### config.mk
export PLATFORM = sky130hd
export DESIGN_NAME = mce_engine
export DESIGN_NICKNAME = d
export VERILOG_FILES = /design/src/rtl/mce_pkg.sv /design/src/rtl/mce_scratch.sv /design/src/rtl/mce_mem.sv /design/src/rtl/mce_ctrl.sv /design/src/rtl/mce_engine.sv
export SDC_FILE = /design/constraint.sdc
export NUM_CORES = 2
export LEC_CHECK = 0
export ABC_AREA = 1
export CAP_MARGIN = 15
export CORE_MARGIN = 2
export CORE_UTILIZATION = 55
export DETAILED_ROUTE_END_ITERATION = 6
export GPL_TIMING_DRIVEN = 0
export PLACE_DENSITY = 0.71
export SYNTH_ARGS = -nofsm -noshare
export SYNTH_HDL_FRONTEND = slang
export SYNTH_SLANG_ARGS = --single-unit
export TNS_END_PERCENT = 20
### constraint.sdc
create_clock -name clk -period 5.82 [get_ports clk]
set_input_delay 1.746 -clock clk [delete_from_list [all_inputs] [get_ports clk]]
set_output_delay 1.746 -clock clk [all_outputs]
set_load 0.005 [all_outputs]
### src/rtl/mce_pkg.sv
package mce_pkg;
  typedef enum logic [3:0] {
    S_CMD, S_RSP, S_CPA, S_CPW, S_CPB, S_CPD, S_RMA, S_RMD, S_HALT
  } st_t;

  localparam logic [7:0] CMD_RSP = 8'hAA;
  localparam logic [7:0] CMD_CPY = 8'h55;
  localparam logic [7:0] CMD_RDM = 8'hF0;
  localparam logic [7:0] DONE_PAT = 8'hAA;

  function automatic logic [15:0] crc16_byte(input logic [15:0] c, input logic [7:0] d);
    logic [15:0] r;
    r = c ^ {8'h00, d};
    for (int i = 0; i < 8; i++) begin
      if (r[0]) r = (r >> 1) ^ 16'hA001;
      else      r = r >> 1;
    end
    return r;
  endfunction
endpackage

### src/rtl/mce_scratch.sv
module mce_scratch #(
  parameter int SP_BYTES = 8,
  parameter int SW = $clog2(SP_BYTES + 3)
) (
  input  logic                  clk,
  input  logic                  rst,
  input  logic                  pre_we,
  input  logic [SW-1:0]         pre_sel,
  input  logic [7:0]            pre_data,
  input  logic                  set_aa,
  output logic [SP_BYTES*8-1:0] sp_flat,
  output logic [7:0]            ta1,
  output logic [7:0]            ta2,
  output logic [7:0]            es
);
  for (genvar g = 0; g < SP_BYTES; g++) begin : g_sp
    logic [7:0] b_q;
    always_ff @(posedge clk) begin
      if (rst) b_q <= '0;
      else if (pre_we && pre_sel == SW'(g)) b_q <= pre_data;
    end
    assign sp_flat[g*8 +: 8] = b_q;
  end

  always_ff @(posedge clk) begin
    if (rst) begin
      ta1 <= '0;
      ta2 <= '0;
      es  <= '0;
    end else begin
      if (pre_we && pre_sel == SW'(SP_BYTES))     ta1 <= pre_data;
      if (pre_we && pre_sel == SW'(SP_BYTES + 1)) ta2 <= pre_data;
      if (pre_we && pre_sel == SW'(SP_BYTES + 2)) es  <= pre_data;
      else if (set_aa)                            es[7] <= 1'b1;
    end
  end
endmodule

### src/rtl/mce_mem.sv
module mce_mem #(
  parameter int DEPTH = 144,
  parameter int AW = $clog2(DEPTH)
) (
  input  logic          clk,
  input  logic          we,
  input  logic [AW-1:0] waddr,
  input  logic [7:0]    wdata,
  input  logic [AW-1:0] raddr,
  output logic [7:0]    rdata
);
  logic [7:0] ram [DEPTH];

  always_ff @(posedge clk) begin
    if (we) ram[waddr] <= wdata;
    rdata <= ram[raddr];
  end
endmodule

### src/rtl/mce_ctrl.sv
module mce_ctrl
  import mce_pkg::*;
#(
  parameter int SP_BYTES = 8,
  parameter int MEM_BYTES = 144,
  parameter int NROWS = MEM_BYTES / SP_BYTES,
  parameter int AW = $clog2(MEM_BYTES)
) (
  input  logic                  clk,
  input  logic                  rst,
  input  logic                  bus_reset,
  input  logic                  rx_valid,
  input  logic [7:0]            rx_byte,
  input  logic                  tx_req,
  input  logic                  prog_done,
  input  logic [NROWS-1:0]      row_lock,
  input  logic [SP_BYTES*8-1:0] sp_flat,
  input  logic [7:0]            ta1,
  input  logic [7:0]            ta2,
  input  logic [7:0]            es,
  input  logic [7:0]            mem_rdata,
  output logic                  tx_valid,
  output logic [7:0]            tx_byte,
  output logic                  busy,
  output logic                  set_aa,
  output logic                  mem_we,
  output logic [AW-1:0]         mem_waddr,
  output logic [7:0]            mem_wdata,
  output logic [AW-1:0]         mem_raddr
);
  localparam int OW = $clog2(SP_BYTES);
  localparam int IW = $clog2(SP_BYTES + 6);
  localparam int RW = $clog2(NROWS);
  localparam logic [15:0] MEM_TOP = 16'(MEM_BYTES);

  st_t           st;
  logic [IW-1:0] idx;
  logic [1:0]    cnt;
  logic          match;
  logic [15:0]   rm_addr;
  logic [15:0]   crc;
  logic [OW-1:0] wr_k;

  logic [7:0]    spb [SP_BYTES];
  for (genvar g = 0; g < SP_BYTES; g++) begin : g_unpack
    assign spb[g] = sp_flat[g*8 +: 8];
  end

  logic [OW-1:0] t_off, e_off, sp_sel;
  logic [OW:0]   nbytes;
  logic [IW-1:0] dend, rel;
  logic [7:0]    rs_byte, resp, row_full;
  logic          addr_ok, lock_hit, auth_ok, rm_in;

  always_comb begin
    t_off   = ta1[OW-1:0];
    e_off   = es[OW-1:0];
    nbytes  = {1'b0, e_off - t_off} + (OW+1)'(1);
    dend    = IW'(3) + IW'(nbytes);
    rel     = idx - IW'(3);
    sp_sel  = t_off + rel[OW-1:0];
    if (idx == IW'(0))             rs_byte = ta1;
    else if (idx == IW'(1))        rs_byte = ta2;
    else if (idx == IW'(2))        rs_byte = es;
    else if (idx < dend)           rs_byte = spb[sp_sel];
    else if (idx == dend)          rs_byte = ~crc[7:0];
    else if (idx == dend + IW'(1)) rs_byte = ~crc[15:8];
    else                           rs_byte = 8'hFF;

    addr_ok  = {ta2, ta1} < MEM_TOP;
    row_full = ta1 >> OW;
    lock_hit = addr_ok && row_lock[addr_ok ? row_full[RW-1:0] : '0];
    auth_ok  = match && (rx_byte == es) && addr_ok && !es[5] && !lock_hit;
    set_aa   = (st == S_CPA) && rx_valid && (cnt == 2'd2) && auth_ok && !bus_reset;

    rm_in    = rm_addr < MEM_TOP;
    case (st)
      S_RSP:   resp = rs_byte;
      S_CPD:   resp = DONE_PAT;
      S_RMD:   resp = rm_in ? mem_rdata : 8'hFF;
      default: resp = 8'hFF;
    endcase

    mem_we    = (st == S_CPW);
    mem_waddr = AW'({ta1[7:OW], wr_k});
    mem_wdata = spb[wr_k];
    mem_raddr = rm_in ? rm_addr[AW-1:0] : '0;
  end

  always_ff @(posedge clk) begin
    if (rst || bus_reset) begin
      st       <= S_CMD;
      tx_valid <= 1'b0;
      tx_byte  <= 8'hFF;
      busy     <= 1'b0;
      idx      <= '0;
      cnt      <= '0;
      match    <= 1'b0;
      rm_addr  <= '0;
      crc      <= '0;
      wr_k     <= '0;
    end else begin
      tx_valid <= tx_req;
      if (tx_req) tx_byte <= resp;

      if (tx_req && st == S_RSP) begin
        if (idx < dend) crc <= crc16_byte(crc, resp);
        if (idx < dend + IW'(2)) idx <= idx + IW'(1);
      end
      if (tx_req && st == S_RMD && rm_addr != 16'hFFFF) rm_addr <= rm_addr + 16'd1;

      case (st)
        S_CMD: if (rx_valid) begin
          idx <= '0;
          cnt <= '0;
          if (rx_byte == CMD_RSP) begin
            st  <= S_RSP;
            crc <= crc16_byte(16'h0000, CMD_RSP);
          end else if (rx_byte == CMD_CPY) st <= S_CPA;
          else if (rx_byte == CMD_RDM)     st <= S_RMA;
          else                             st <= S_HALT;
        end
        S_CPA: if (rx_valid) begin
          cnt <= cnt + 2'd1;
          if (cnt == 2'd0) match <= (rx_byte == ta1);
          else if (cnt == 2'd1) match <= match && (rx_byte == ta2);
          else if (auth_ok) begin
            st   <= S_CPW;
            busy <= 1'b1;
            wr_k <= '0;
          end else st <= S_HALT;
        end
        S_CPW: begin
          wr_k <= wr_k + OW'(1);
          if (wr_k == OW'(SP_BYTES - 1)) st <= S_CPB;
        end
        S_CPB: if (prog_done) begin
          st   <= S_CPD;
          busy <= 1'b0;
        end
        S_RMA: if (rx_valid) begin
          cnt <= cnt + 2'd1;
          if (cnt == 2'd0) rm_addr[7:0] <= rx_byte;
          else begin
            rm_addr[15:8] <= rx_byte;
            st <= S_RMD;
          end
        end
        default: ;
      endcase
    end
  end
endmodule

### src/rtl/mce_engine.sv
module mce_engine #(
  parameter int SP_BYTES = 8,
  parameter int MEM_BYTES = 144,
  parameter int NROWS = MEM_BYTES / SP_BYTES,
  parameter int AW = $clog2(MEM_BYTES)
) (
  input  logic             clk,
  input  logic             rst,
  input  logic             bus_reset,
  input  logic             rx_valid,
  input  logic [7:0]       rx_byte,
  input  logic             tx_req,
  output logic             tx_valid,
  output logic [7:0]       tx_byte,
  input  logic             prog_done,
  output logic             busy,
  input  logic [NROWS-1:0] row_lock,
  input  logic             pre_reg_we,
  input  logic             pre_mem_we,
  input  logic [AW-1:0]    pre_addr,
  input  logic [7:0]       pre_data
);
  localparam int SW = $clog2(SP_BYTES + 3);

  logic [SP_BYTES*8-1:0] sp_flat;
  logic [7:0]            ta1, ta2, es, mem_rdata, ctl_wdata;
  logic                  set_aa, ctl_we;
  logic [AW-1:0]         ctl_waddr, mem_raddr;

  mce_scratch #(.SP_BYTES(SP_BYTES), .SW(SW)) u_scr (
    .clk(clk), .rst(rst), .pre_we(pre_reg_we), .pre_sel(pre_addr[SW-1:0]),
    .pre_data(pre_data), .set_aa(set_aa), .sp_flat(sp_flat),
    .ta1(ta1), .ta2(ta2), .es(es)
  );

  mce_mem #(.DEPTH(MEM_BYTES), .AW(AW)) u_mem (
    .clk(clk), .we(ctl_we || pre_mem_we),
    .waddr(pre_mem_we ? pre_addr : ctl_waddr),
    .wdata(pre_mem_we ? pre_data : ctl_wdata),
    .raddr(mem_raddr), .rdata(mem_rdata)
  );

  mce_ctrl #(.SP_BYTES(SP_BYTES), .MEM_BYTES(MEM_BYTES), .NROWS(NROWS), .AW(AW)) u_ctl (
    .clk(clk), .rst(rst), .bus_reset(bus_reset), .rx_valid(rx_valid),
    .rx_byte(rx_byte), .tx_req(tx_req), .prog_done(prog_done),
    .row_lock(row_lock), .sp_flat(sp_flat), .ta1(ta1), .ta2(ta2), .es(es),
    .mem_rdata(mem_rdata), .tx_valid(tx_valid), .tx_byte(tx_byte),
    .busy(busy), .set_aa(set_aa), .mem_we(ctl_we), .mem_waddr(ctl_waddr),
    .mem_wdata(ctl_wdata), .mem_raddr(mem_raddr)
  );
endmodule

==> key figures <==
Pwr
  – Switching share of power: 22.84%
  – Clock power frac: 42.4%
  – Worst IR drop on VDD: 0.3077 mV
  – Part of the total power dissipated in sequential elements: 52.1%
  – Logic pwr share: 5.5%
  – Pleak: 22.22 nW
  – Net Switching: 4.503 mW
  – Total power divided by cell area: 310.3 nW/um^2
  – Int Power: 15.21 mW

Clock network
  – Clock input transition at the sequential cells of the worst setup and hold paths: 0.06 ns
  – Max Buffers Root-to-Sink: 3
  – Insertion delay to the later sink of the worst-skew pair: 0.77 ns
  – Total clock buffers created by CTS: 135
  – CTS tree: yes
  – Clock root cell: sky130_fd_sc_hd__clkbuf_16
  – CTS hold repair buffers: 0
  – # Post-CTS Setup Buffers: 0
  – Total number of H-tree levels: 4
  – CTS Sinks: 1304
  – Number of gates given a new drive strength after cts: 0

Layout
  – Post-route design area: 63530 sq um
  – Fillcell total: 7996
  – Finished Core Util: 62.53%
  – Area growth from synthesis to layout: 12.90%
  – Total inserted antenna cells: 0
  – Final Net Count: 5293
  – Fraction of final layout cells with drive strength greater than 1: 11.53%

Routing
  – Total length of routed wires: 178.5 mm
  – Vias after detailed routing: 41780
  – DR WL/cell: 26.67 um
  – Post-detailed-route count of antenna-violating nets: 0
  – Mean number of vias per cell: 6.241
  – DRC violations left: 0
  – Pre-Repair DR Iteration Count: 6
  – Violation count after the first detailed-route iteration: 6113

Critical path
  – Depth of the worst register-to-register path: 15
  – Slack of the worst reg-to-reg path: 0.62 ns
  – CP required: 6.45 ns
  – Critical Path End Type: flip-flop
  – Endpoint of the lowest-slack register-to-register path: u_mem.rdata[2]$_DFF_P_
  – Arrival time reported for the critical path endpoint: 5.83 ns
  – Crit Path Max Fanout: 10
  – Type of the setup path with the least slack: reg2reg
  – Start of the worst register-to-register path: u_ctl.rm_addr[13]$_SDFF_PP0_
  – Startpoint Class: flip-flop
  – Startpoint of the most critical setup path: u_ctl.rm_addr[13]$_SDFF_PP0_
  – Capture point of the critical path: u_mem.rdata[2]$_DFF_P_

Global routing
  – Total overflow reported by the global router: 0
  – Number of global-route vias before repair: 38870
  – Number of antenna violations at the first check in global routing: 5
  – First-pass GRT wire length: 255.4 mm
  – All-layer global routing usage: 33.90%
  – Maximum number of pins on one net before global-route repair: 69

Synthesis
  – Primary FF master, synth: sky130_fd_sc_hd__edfxtp_1
  – Count of warnings emitted by yosys: 0
  – Post-synthesis cell count: 4992
  – Cell area after synthesis: 56270 sq um
  – EDFF count, synth: 1152
  – Number of synthesized register bits: 1304
  – Top area cells in the synthesized netlist: sky130_fd_sc_hd__edfxtp_1, sky130_fd_sc_hd__dfxtp_1, sky130_fd_sc_hd__nand2_1
  – Distinct cells, synth: 53
  – Share of flip-flops with an asynchronous set or reset after synthesis: 0%
  – Most common cell in the netlist: sky130_fd_sc_hd__edfxtp_1
  – Mean cell area of the mapped netlist: 11.27 sq um
  – Commonest cells in the synthesized netlist: sky130_fd_sc_hd__edfxtp_1, sky130_fd_sc_hd__nand2_1, sky130_fd_sc_hd__nor2_1, sky130_fd_sc_hd__o21ai_0, sky130_fd_sc_hd__a21oi_1
  – Largest area contributor in the netlist: sky130_fd_sc_hd__edfxtp_1
  – Sequential fraction of the synthesis area: 66.88%
  – Area share of the largest cell type after synthesis: 61.48%
  – Post-synthesis net count: 5068

Worst hold path
  – Path type of the worst min-delay path: reg2reg
  – Beginning of the worst hold path: u_ctl.tx_byte[6]$_SDFFE_PP1P_

Timing
  – Count of endpoints failing setup in the final report: 0
  – Unrepaired setup endpoints after global routing: no
  – Slew at the pin closest to its max-slew limit: 1.312 ns
  – Post-layout minimum cycle time: 5.205 ns
  – Maximum clock frequency: 0.1921 GHz
  – Fin crit share: 89.43%
  – Clock Skew: 0.03232 ns
  – Worst-case headroom to the max-slew limit: 12.29%
  – Total count of max-transition violations in the final report: 0
  – Final count of hold timing violations: 0
  – Smallest setup slack after layout: 0.6155 ns
  – Post-Route Hold Slack: 0.4687 ns

Placed design
  – Half-perimeter wire length of the detailed placement result: 124.9 mm
  – Area after detailed placement: 59300 sq um
  – Post-Place Setup Slack: 0.06484 ns
  – Port Buffer Count: 59
  – RD Place Congestion: 0.9885

Flow run
  – # Max-Cap Violations: 0

Die
  – Core area: 101600 sq um
  – Number of ports placed on the die boundary: 60
  – Effective utilization at floorplan: 55.39%
  – Number of placement rows: 117
  – Die footprint: 104900 sq um
  – Overall die width: 323.9 um
  – Vert. Die Dim: 323.9 um

Run status
  – Run status: complete, no violations
worst min-delay path by stage:
| stage | slack (ns) | to | cells after the start |
|---|---|---|---|
| 5_1_grt | 0.48 | u_scr.g_sp[0].b_q[1]$_SDFFE_PP0P_ | 2 |
| 3_3_place_gp | 0.45 | u_scr.g_sp[3].b_q[7]$_SDFFE_PP0P_ | 2 |
| 2_1_floorplan | 0.44 | u_scr.g_sp[0].b_q[6]$_SDFFE_PP0P_ | 2 |
| 4_1_cts | 0.47 | u_scr.g_sp[3].b_q[3]$_SDFFE_PP0P_ | 2 |
| 6_report | 0.47 | u_ctl.tx_byte[6]$_SDFFE_PP1P_ | 2 |
| 3_5_place_dp | 0.46 | u_ctl.tx_byte[5]$_SDFFE_PP1P_ | 2 |
cell families after synthesis:
| family | Yosys count | share of synthesized area (%) |
|---|---|---|
| AND/OR/NAND/NOR | 1828 | 14.14 |
| adder cells (fa/ha/maj) | 26 | 0.5915 |
| AO/OA/AOI/OAI | 1267 | 13.66 |
| multiplexers | 32 | 0.6404 |
| flip-flops | 1304 | 66.88 |
| buffers and inverters | 520 | 3.851 |
| XOR/XNOR | 15 | 0.2335 |
power groups by stage:
stage | Sequential [mW] | Combinational [mW] | Clock, mW
final | 10.3 | 1.08 | 8.35
after global routing | 10.3 | 1.16 | 8.71
after CTS | 10.3 | 1.06 | 8.36
after detailed placement | 10.5 | 1.05 | 0
after global placement | 10.6 | 0.977 | 0
after floorplan | 10.5 | 0.597 | 0
layout by cell type (no fill, tap or decap), types with 11 or more instances in the layout:
| cell | n |
|---|---|
| sky130_fd_sc_hd__nand2_1 | 767 |
| sky130_fd_sc_hd__o311ai_1 | 99 |
| sky130_fd_sc_hd__a211oi_1 | 37 |
| sky130_fd_sc_hd__nand4_1 | 18 |
| sky130_fd_sc_hd__buf_16 | 14 |
| sky130_fd_sc_hd__xor2_1 | 12 |
| sky130_fd_sc_hd__dfxtp_1 | 152 |
| sky130_fd_sc_hd__buf_2 | 100 |
| sky130_fd_sc_hd__clkinv_2 | 11 |
| sky130_fd_sc_hd__or2_1 | 12 |
| sky130_fd_sc_hd__inv_1 | 194 |
| sky130_fd_sc_hd__buf_6 | 11 |
| sky130_fd_sc_hd__o21ai_1 | 72 |
| sky130_fd_sc_hd__a21oi_1 | 323 |
| sky130_fd_sc_hd__o21ai_0 | 394 |
| sky130_fd_sc_hd__edfxtp_1 | 1152 |
| sky130_fd_sc_hd__clkbuf_1 | 208 |
| sky130_fd_sc_hd__mux2_2 | 32 |
| sky130_fd_sc_hd__buf_1 | 21 |
| sky130_fd_sc_hd__o221ai_1 | 14 |
| sky130_fd_sc_hd__nand3_1 | 269 |
| sky130_fd_sc_hd__o22ai_1 | 18 |
| sky130_fd_sc_hd__nor2_1 | 491 |
| sky130_fd_sc_hd__clkbuf_16 | 138 |
| sky130_fd_sc_hd__clkinv_1 | 39 |
| sky130_fd_sc_hd__ha_1 | 25 |
| sky130_fd_sc_hd__o211ai_1 | 151 |
| sky130_fd_sc_hd__or2_2 | 218 |
| sky130_fd_sc_hd__o21bai_1 | 105 |
| sky130_fd_sc_hd__clkdlybuf4s50_1 | 59 |
| sky130_fd_sc_hd__o31ai_1 | 32 |
| sky130_fd_sc_hd__nand2_2 | 11 |
flip-flops by register name (all words and copies together) (netlist names), 2 cells and up:
register and flops:
u_mem.ram 1152, u_scr.g_sp.b_q 64, u_ctl.crc 16, u_ctl.rm_addr 16, u_ctl.tx_byte 8, u_mem.rdata 8, u_scr.es 8, u_scr.ta1 8
u_scr.ta2 8, u_ctl.idx 4, u_ctl.st 4, u_ctl.wr_k 3, u_ctl.cnt 2
routing by layer:
metal / global-route usage [%] / vias to the layer above / part of all wire (%)
li1: - / 18470 / -
met4: 17.80 / 0 / 5.8
met1: 45.18 / 20140 / 37
met2: 52.67 / 2671 / 45
met5: 0 / - / 0
met3: 7.105 / 501 / 12
per-stage QoR:
| stage | power, mW | TNS [ns] | cells |
|---|---|---|---|
| finish | 19.71 | 0 | 6694 |
| global route | 20.15 | 0 | 6694 |
| CTS | 19.69 | 0 | 6694 |
| detailed placement | 11.52 | 0 | 6448 |
| global placement | 11.55 | -4958.00 | 6419 |
| floorplan | 11.10 | 0 | 4992 |
final cells by class:
class	count	area [sq um]	area share [%]
multi-input combinational	3168	16580	26.10
inverter	211	792.0	1.247
tap	1368	1712	2.694
sequential	1304	37640	59.24
clock inverter	64	536.8	0.8449
clock buffer	182	3699	5.822
timing repair buffer	88	1202	1.893
buffer	309	1375	2.164
worst max-delay path: stages (launching register included):
cell and delay, ns:
sky130_fd_sc_hd__dfxtp_1 0.35, sky130_fd_sc_hd__nor2_1 0.11, sky130_fd_sc_hd__nand3_1 0.08, sky130_fd_sc_hd__nor2_1 0.19, sky130_fd_sc_hd__nand2_2 0.12, sky130_fd_sc_hd__nor2_1 0.86, sky130_fd_sc_hd__buf_2 0.46, sky130_fd_sc_hd__buf_2 0.46
sky130_fd_sc_hd__buf_1 0.76, sky130_fd_sc_hd__nand3_1 0.29, sky130_fd_sc_hd__o311ai_1 0.34, sky130_fd_sc_hd__nand3_1 0.24, sky130_fd_sc_hd__nand3_1 0.20, sky130_fd_sc_hd__o211ai_1 0.20, sky130_fd_sc_hd__nand3_1 0.28, sky130_fd_sc_hd__nand2_1 0.08
(Power assumes the default switching activity.)
